--- src/rtl/bb_reloc_pkg.sv ---
package bb_reloc_pkg;

   typedef enum logic {
      MODE_USER  = 1'b0,
      MODE_SUPER = 1'b1
   } priv_mode_e;

   typedef enum logic [1:0] {
      ACC_LOAD  = 2'd0,
      ACC_STORE = 2'd1,
      ACC_FETCH = 2'd2
   } acc_kind_e;

   localparam logic SEL_BASE  = 1'b0;
   localparam logic SEL_BOUND = 1'b1;

endpackage

--- src/rtl/bb_mode_ctl.sv ---
module bb_mode_ctl
   import bb_reloc_pkg::*;
(
   input  logic       clk,
   input  logic       rst_n,
   input  logic       enter_i,
   input  logic       return_i,
   output priv_mode_e mode_o
);

   priv_mode_e mode_d;

   always_comb begin
      mode_d = mode_o;
      if (enter_i)       mode_d = MODE_SUPER;
      else if (return_i) mode_d = MODE_USER;
   end

   always_ff @(posedge clk or negedge rst_n) begin
      if (!rst_n) mode_o <= MODE_SUPER;
      else        mode_o <= mode_d;
   end

endmodule

--- src/rtl/bb_seg_regs.sv ---
module bb_seg_regs
   import bb_reloc_pkg::*;
#(
   parameter int ADDR_W = 32
) (
   input  logic              clk,
   input  logic              rst_n,
   input  priv_mode_e        mode_i,
   input  logic              wr_en_i,
   input  logic              wr_sel_i,
   input  logic [ADDR_W-1:0] wr_data_i,
   input  logic              rd_sel_i,
   output logic [ADDR_W-1:0] rd_data_o,
   output logic [ADDR_W-1:0] base_o,
   output logic [ADDR_W-1:0] bound_o,
   output logic              viol_o
);

   logic grant;
   logic refuse;

   assign grant  = wr_en_i && (mode_i == MODE_SUPER);
   assign refuse = wr_en_i && (mode_i == MODE_USER);

   always_ff @(posedge clk or negedge rst_n) begin
      if (!rst_n) begin
         base_o  <= '0;
         bound_o <= '0;
         viol_o  <= 1'b0;
      end else begin
         viol_o <= refuse;
         if (grant && wr_sel_i == SEL_BASE)  base_o  <= wr_data_i;
         if (grant && wr_sel_i == SEL_BOUND) bound_o <= wr_data_i;
      end
   end

   always_comb begin
      rd_data_o = '0;
      if (mode_i == MODE_SUPER)
         rd_data_o = (rd_sel_i == SEL_BOUND) ? bound_o : base_o;
   end

endmodule

--- src/rtl/bb_xlate.sv ---
module bb_xlate
   import bb_reloc_pkg::*;
#(
   parameter int ADDR_W     = 32,
   parameter bit WRAP_FAULT = 1'b1
) (
   input  logic              valid_i,
   input  logic [ADDR_W-1:0] ea_i,
   input  logic [1:0]        kind_i,
   input  logic [ADDR_W-1:0] base_i,
   input  logic [ADDR_W-1:0] bound_i,
   output logic              pvalid_o,
   output logic [ADDR_W-1:0] paddr_o,
   output logic [1:0]        pkind_o,
   output logic              trap_o
);

   localparam int SUM_W = ADDR_W + 1;

   logic [SUM_W-1:0] sum;
   logic             over_limit;
   logic             wrap_bad;

   assign sum        = {1'b0, base_i} + {1'b0, ea_i};
   assign over_limit = (ea_i >= bound_i);

   generate
      if (WRAP_FAULT) begin : g_wrap_fault
         assign wrap_bad = sum[ADDR_W];
      end else begin : g_wrap_quiet
         assign wrap_bad = 1'b0;
      end
   endgenerate

   assign paddr_o  = sum[ADDR_W-1:0];
   assign pkind_o  = kind_i;
   assign trap_o   = valid_i && (over_limit || wrap_bad);
   assign pvalid_o = valid_i && !(over_limit || wrap_bad);

endmodule

--- src/rtl/bb_relocator.sv ---
module bb_relocator
   import bb_reloc_pkg::*;
#(
   parameter int ADDR_W     = 32,
   parameter bit WRAP_FAULT = 1'b1
) (
   input  logic              clk,
   input  logic              rst_n,
   input  logic              req_valid,
   input  logic [ADDR_W-1:0] req_ea,
   input  logic [1:0]        req_kind,
   output logic              phys_valid,
   output logic [ADDR_W-1:0] phys_addr,
   output logic [1:0]        phys_kind,
   output logic              trap_bounds,
   input  logic              wr_en,
   input  logic              wr_sel,
   input  logic [ADDR_W-1:0] wr_data,
   input  logic              rd_sel,
   output logic [ADDR_W-1:0] rd_data,
   input  logic              trap_enter,
   input  logic              trap_return,
   output logic              mode_super,
   output logic              priv_viol
);

   generate
      if (ADDR_W < 2 || ADDR_W > 64) begin : g_bad_width
         $error("bb_relocator: ADDR_W must lie in 2..64");
      end
   endgenerate

   priv_mode_e        mode_q;
   logic [ADDR_W-1:0] base_q;
   logic [ADDR_W-1:0] bound_q;

   bb_mode_ctl u_mode (
      .clk      (clk),
      .rst_n    (rst_n),
      .enter_i  (trap_enter),
      .return_i (trap_return),
      .mode_o   (mode_q)
   );

   bb_seg_regs #(.ADDR_W(ADDR_W)) u_regs (
      .clk       (clk),
      .rst_n     (rst_n),
      .mode_i    (mode_q),
      .wr_en_i   (wr_en),
      .wr_sel_i  (wr_sel),
      .wr_data_i (wr_data),
      .rd_sel_i  (rd_sel),
      .rd_data_o (rd_data),
      .base_o    (base_q),
      .bound_o   (bound_q),
      .viol_o    (priv_viol)
   );

   bb_xlate #(.ADDR_W(ADDR_W), .WRAP_FAULT(WRAP_FAULT)) u_xlate (
      .valid_i  (req_valid),
      .ea_i     (req_ea),
      .kind_i   (req_kind),
      .base_i   (base_q),
      .bound_i  (bound_q),
      .pvalid_o (phys_valid),
      .paddr_o  (phys_addr),
      .pkind_o  (phys_kind),
      .trap_o   (trap_bounds)
   );

   assign mode_super = (mode_q == MODE_SUPER);

endmodule

--- config.mk ---
export PLATFORM = sky130hd
export DESIGN_NAME = bb_relocator
export DESIGN_NICKNAME = d
export VERILOG_FILES = /design/src/rtl/bb_reloc_pkg.sv /design/src/rtl/bb_mode_ctl.sv /design/src/rtl/bb_seg_regs.sv /design/src/rtl/bb_xlate.sv /design/src/rtl/bb_relocator.sv
export SDC_FILE = /design/constraint.sdc
export NUM_CORES = 1
export LEC_CHECK = 0
export CORE_ASPECT_RATIO = 1.2
export CORE_MARGIN = 2
export CORE_UTILIZATION = 30
export CTS_CLUSTER_DIAMETER = 50
export DETAILED_ROUTE_END_ITERATION = 10
export MAX_ROUTING_LAYER = met4
export SETUP_SLACK_MARGIN = 0.5
export SYNTH_ARGS = -nofsm -noshare
export SYNTH_HDL_FRONTEND = slang
export SYNTH_SLANG_ARGS = --single-unit
--- constraint.sdc ---
create_clock -name clk -period 4.5 [get_ports clk]
set_input_delay 1.125 -clock clk [delete_from_list [all_inputs] [get_ports clk]]
set_output_delay 1.125 -clock clk [all_outputs]
set_load 0.01 [all_outputs]
# Word-level counts from Yosys, hierarchy flattened
# Cells that the tools add are included.
# W data, S select, Z words.
totals:
  ff_bits: 66
classes:
  add_sub_neg: 1
  n_lt_le_gt_ge: 1
  mux: 4
  bitwise: 2
  n_reduce_logical: 9
ops:
  columns: ["op", "n"]
  rows:
  - ["$mux W32", 2]
  - ["$add A32 B32 Y33", 1]
  - ["$ge A32 B32 Y1", 1]
  - ["$logic_and A1 B1 Y1", 6]
  - ["$mux W1", 2]
  - ["$not A1 Y1", 2]
  - ["$reduce_bool A2 Y1", 1]
  - ["$logic_not A1 Y1", 1]
  - ["$logic_or A1 B1 Y1", 1]

# Logic depth before layout (Yosys ltp)
logic_depth:
  ltp_word: 4
  mapped_depth: 9

# Hierarchy
# A second synthesis with hierarchy kept.
unflattened:
  cells_unflattened: 545
  hier_area_um2: 5680.4
by_module_without_submodules:
  columns: ["module", "instances", "cells_per_inst", "area_per_inst_um2", "seq_area_each_um2"]
  rows:
  - ["bb_seg_regs", 1, 210, 3138.0, 1626.6]
  - ["bb_xlate", 1, 332, 2504.9, 0.0]
  - ["bb_mode_ctl", 1, 3, 37.5, 26.3]

# Least setup slack after synthesis
# No wires, ideal clock.
synth_path:
  path_type: "in2out"
  from: "input req_ea[0]"
  to: "output phys_addr[26]"
  arrival_ns: 3.095
  required_ns: 3.375
  slack_ns: 0.280
  stages: 9
  path_buffers: 0
  path_cell_list: "ha_1 > fa_1 > a21o_1 > a221oi_2 > nand2b_4 > o211ai_4 > o31ai_4 > o311ai_2 > xor2_1"
synth_between:
  elab_chain_cells: 1
synth_lines:
  columns: ["element", "line_no", "source"]
  rows:
  - ["start, declared", "bb_relocator.sv:10", "input logic [ADDR_W-1:0] req_ea,"]
  - ["$add A32 B32 Y33", "bb_xlate.sv:24", "assign sum = {1'b0, base_i} + {1'b0, ea_i};"]
  - ["end, declared", "bb_relocator.sv:13", "output logic [ADDR_W-1:0] phys_addr,"]
# No other way between the ends.

# Worst setup path after layout
layout_path:
  from: "input req_ea[0]"
  to: "output phys_addr[10]"
# Same word-level chain as after synthesis.

==> results.sh <==
export IMPL_outcome="completed"
export IMPL_drtIter0Drc=205
export IMPL_slew_headroom_pct=46.67
export IMPL_io_buffers=139
export IMPL_grt_overflow=0
export IMPL_dieArea_mm2=0.01967
export IMPL_die_y_um=153.3
export IMPL_cts_tree="yes"
export IMPL_setup_viol=0
export IMPL_cp_required_ns=3.38
export IMPL_finClkSkew_ns=0.004368
export IMPL_p_total_mw=3.761
export IMPL_arrival_ns=3.36
export IMPL_ys_warn_count=0
export IMPL_hp_class="register to register"
export IMPL_final_cells=1060
export IMPL_timing_rr_end="u_regs.base_o[14]$_DFFE_PN0P_"
export IMPL_grt_max_degree=38
export IMPL_synth_cell_types=58
export IMPL_start_util_pct=30.64
export IMPL_max_freq_mhz=222.9
export IMPL_fin_crit_ns=4.486
export IMPL_clock_sinks=66
export IMPL_avgSynthCellArea_um2=9.652
export IMPL_crit_type="primary input to primary output"
export IMPL_globalplace_congestion=0.8638
export IMPL_drc=0
export IMPL_die_w_um=128.4
export IMPL_antenna_left=0
export IMPL_peakVddDrop_uv=237.9
export IMPL_synth_cells=577
export IMPL_end_kind="primary output"
export IMPL_final_layout_size_suffix_gt1_share_pct=43.35
export IMPL_antenna_found_initial=1
export IMPL_ios=144
export IMPL_critPathMaxStageDelay_ns=0.33
export IMPL_synth_main_ff_cell="dfrtp_1"
export IMPL_dp_cells=1021
export IMPL_first_pass_iters=4
export IMPL_final_nets=969
export IMPL_core_region_area_mm2=0.01817
export IMPL_vias=5198
export IMPL_synth_top_area_share_pct=29.21
export IMPL_rrSetupSlack_ns=2.62
export IMPL_leakage_nw=4.143
export IMPL_syn_nets=716
export IMPL_grt_pass1_vias=5551
export IMPL_numCtsBuffers=9
export IMPL_wl_per_cell_um=17.18
export IMPL_synth_area_leaders="dfrtp_1 (29%), ha_1 (14%), mux2_2 (13%), mux2i_1 (5.8%), nor2b_1 (4.0%)"
export IMPL_dp_hpwl_um=13350
export IMPL_routed_via_density=4.904
export IMPL_hold_viol=0
export IMPL_critical_path_slowest_cell="fa_2"
export IMPL_row_count=54
export IMPL_clk_latency_ns=0.34
export IMPL_crit_path_start="req_ea[0]"
export IMPL_rsz0062_at_grt="true"
export IMPL_grt_usage_pct=19.15
export IMPL_ys_seq_elements=66
export IMPL_cts_htree_levels=3
export IMPL_period_share_pct=99.68
export IMPL_clk_pin_slew_ns=0.06
export IMPL_cts_root_buf="clkbuf_16"
export IMPL_synth_largest_area_cell="dfrtp_1"
export IMPL_synth_edf_count=0
export IMPL_drt_wl_total_um=18210
export IMPL_seq_area_frac_synth_pct=29.68
export IMPL_rr_worst_depth=3
export IMPL_area_growth_pct=61.74
export IMPL_endpoint="phys_addr[10]"
export IMPL_rr_startpoint="u_mode.mode_o$_DFFE_PN1P_"
export IMPL_maxSlewViolCount=0
export IMPL_hold_buffers=0
export IMPL_async_flop_share_pct=100.0
export IMPL_p_per_area_mw_per_mm2=417.6
export IMPL_place_area_mm2=0.007919
export IMPL_grt_pass1_wl_um=28670
export IMPL_crit_path_frequent_cell="buf_6"
export IMPL_holdCritStartpoint="u_regs.bound_o[7]$_DFFE_PN0P_"
export IMPL_tightest_slew_ns=0.8000
export IMPL_netlist_area_mm2=0.005569
export IMPL_cts_max_path_buffers=2
export IMPL_crit_path_max_fanout=2
export IMPL_crit_chain="buf_8, ha_4, fa_2, a21o_1, a221oi_2, nand2b_4, buf_6, buf_6, a21oi_4, or2_4, a21oi_2, xnor2_2, buf_2"
export IMPL_fin_area_mm2=0.009007
export IMPL_startpoint_type="primary input"
export IMPL_maxCapViolCount=0
[where the power goes]
part	leakage [nW]	switching (mW)	internal, mW
Combinational	3.20	0.985	1.15
Sequential	0.778	0.128	0.708
Clock	0.161	0.296	0.491
Total	4.14	1.41	2.35
[state kept, by name, summed over array words and instances (netlist names)]
| signal | flops |
|---|---|
| u_regs.viol_o | 1 |
| u_mode.mode_o | 1 |
| u_regs.base_o | 32 |
| u_regs.bound_o | 32 |
[worst min path at each step]
| stage | endpoint | slack, ns | depth (start not counted) |
|---|---|---|---|
| after floorplan | u_regs.bound_o[31]$_DFFE_PN0P_ | 0.50 | 1 |
| after global placement | u_regs.bound_o[13]$_DFFE_PN0P_ | 0.51 | 1 |
| after detailed placement | u_regs.bound_o[24]$_DFFE_PN0P_ | 0.52 | 1 |
| after CTS | u_regs.bound_o[7]$_DFFE_PN0P_ | 0.53 | 1 |
| after global routing | u_regs.bound_o[23]$_DFFE_PN0P_ | 0.56 | 1 |
| final | u_regs.bound_o[7]$_DFFE_PN0P_ | 0.53 | 1 |
[per-stage QoR]
stage	hold WS [ns]	utilization, %	TNS [ns]	setup WS (ns)
CTS	0.5349	48.58	-0.02078	-0.02078
floorplan	0.5018	-	0	0.4047
global route	0.5551	49.56	-0.2345	-0.08519
finish	0.5333	49.56	0	0.01442
detailed placement	0.5228	43.57	-14.30	-0.7236
global placement	0.5142	43.57	-14.23	-0.7199
[cells by family (layout without fill, tap and decap cells)]
group	Yosys count	in the layout	share of synthesized area, %
compound gates	121	121	14.49
other cells	0	1	0
flops	66	66	29.68
buf+inv	64	322	5.077
mux	96	96	18.69
fa+ha+maj	65	65	14.74
simple gates	136	136	12.76
xor+xnor	29	29	4.561
[timing repair]
item | 4_1_cts | 5_1_grt
cloned | 0 | 0
buffers inserted | 16 | 6
pin swaps | 74 | 26
resized for setup | 300 | 42
setup endpoints to repair | 33 | 27
[synth_stat cells, types with 2 or more instances]
| cell type | count |
|---|---|
| inv_1 | 40 |
| nor2b_1 | 36 |
| a21oi_1 | 40 |
| o21bai_1 | 2 |
| a21o_1 | 18 |
| xor2_1 | 12 |
| nand4_1 | 8 |
| nor3_1 | 6 |
| a211oi_1 | 6 |
| o21ai_0 | 18 |
| dfrtp_1 | 65 |
| nor2_1 | 20 |
| clkbuf_1 | 12 |
| a31oi_1 | 6 |
| buf_6 | 2 |
| buf_1 | 6 |
| nand2_1 | 37 |
| a221oi_2 | 2 |
| buf_4 | 3 |
| ha_1 | 64 |
| mux2i_1 | 32 |
| xnor2_1 | 17 |
| and3_1 | 7 |
| o211a_1 | 2 |
| o21a_1 | 2 |
| o211ai_1 | 5 |
| mux2_2 | 64 |
| nand3_1 | 9 |
| o21ai_1 | 7 |
[worst max-delay path: cells and delay by family]
family                   cells  cell delay [ns]
buffers and inverters        4             0.44
adder cells (fa/ha/maj)      2             0.49
AND/OR/NAND/NOR              2             0.47
XOR/XNOR                     1             0.15
AO/OA/AOI/OAI                4             0.69
[layout make-up]
type	count	area, um2
repair buffers	266	2222
inverters	40	150.1
multi-input cells	447	4372
fillers	1708	9168
clock buffers	9	225.2
well taps	224	280.3
flip-flops and latches	66	1653
clock inverters	7	102.6
diodes	1	2.502
[layout by cell type (no fill, tap or decap), drive strengths merged, types with 3 or more instances in the layout]
master	n
a21o	18
ha	64
o21bai	3
a211oi	6
nand2	38
nand3	10
o211ai	6
nand4	8
o21ai	25
clkbuf	11
nor2	20
xor2	12
mux2	64
nor2b	36
buf	172
clkinv	4
xnor2	17
a31oi	6
a21oi	41
inv	41
and3	7
clkdlybuf4s50	76
dfrtp	65
dlygate4sd2	12
nor3	7
mux2i	32
[layer usage]
layer	wire length (um)	vias up	track usage (%)
li1	-	2563	-
met1	7802	2472	23.06
met2	9109	137	32.52
met3	956	26	3.815
met4	344	0	5.076
met5	0	-	-
No activity file was read; power rests on OpenSTA's default activity.
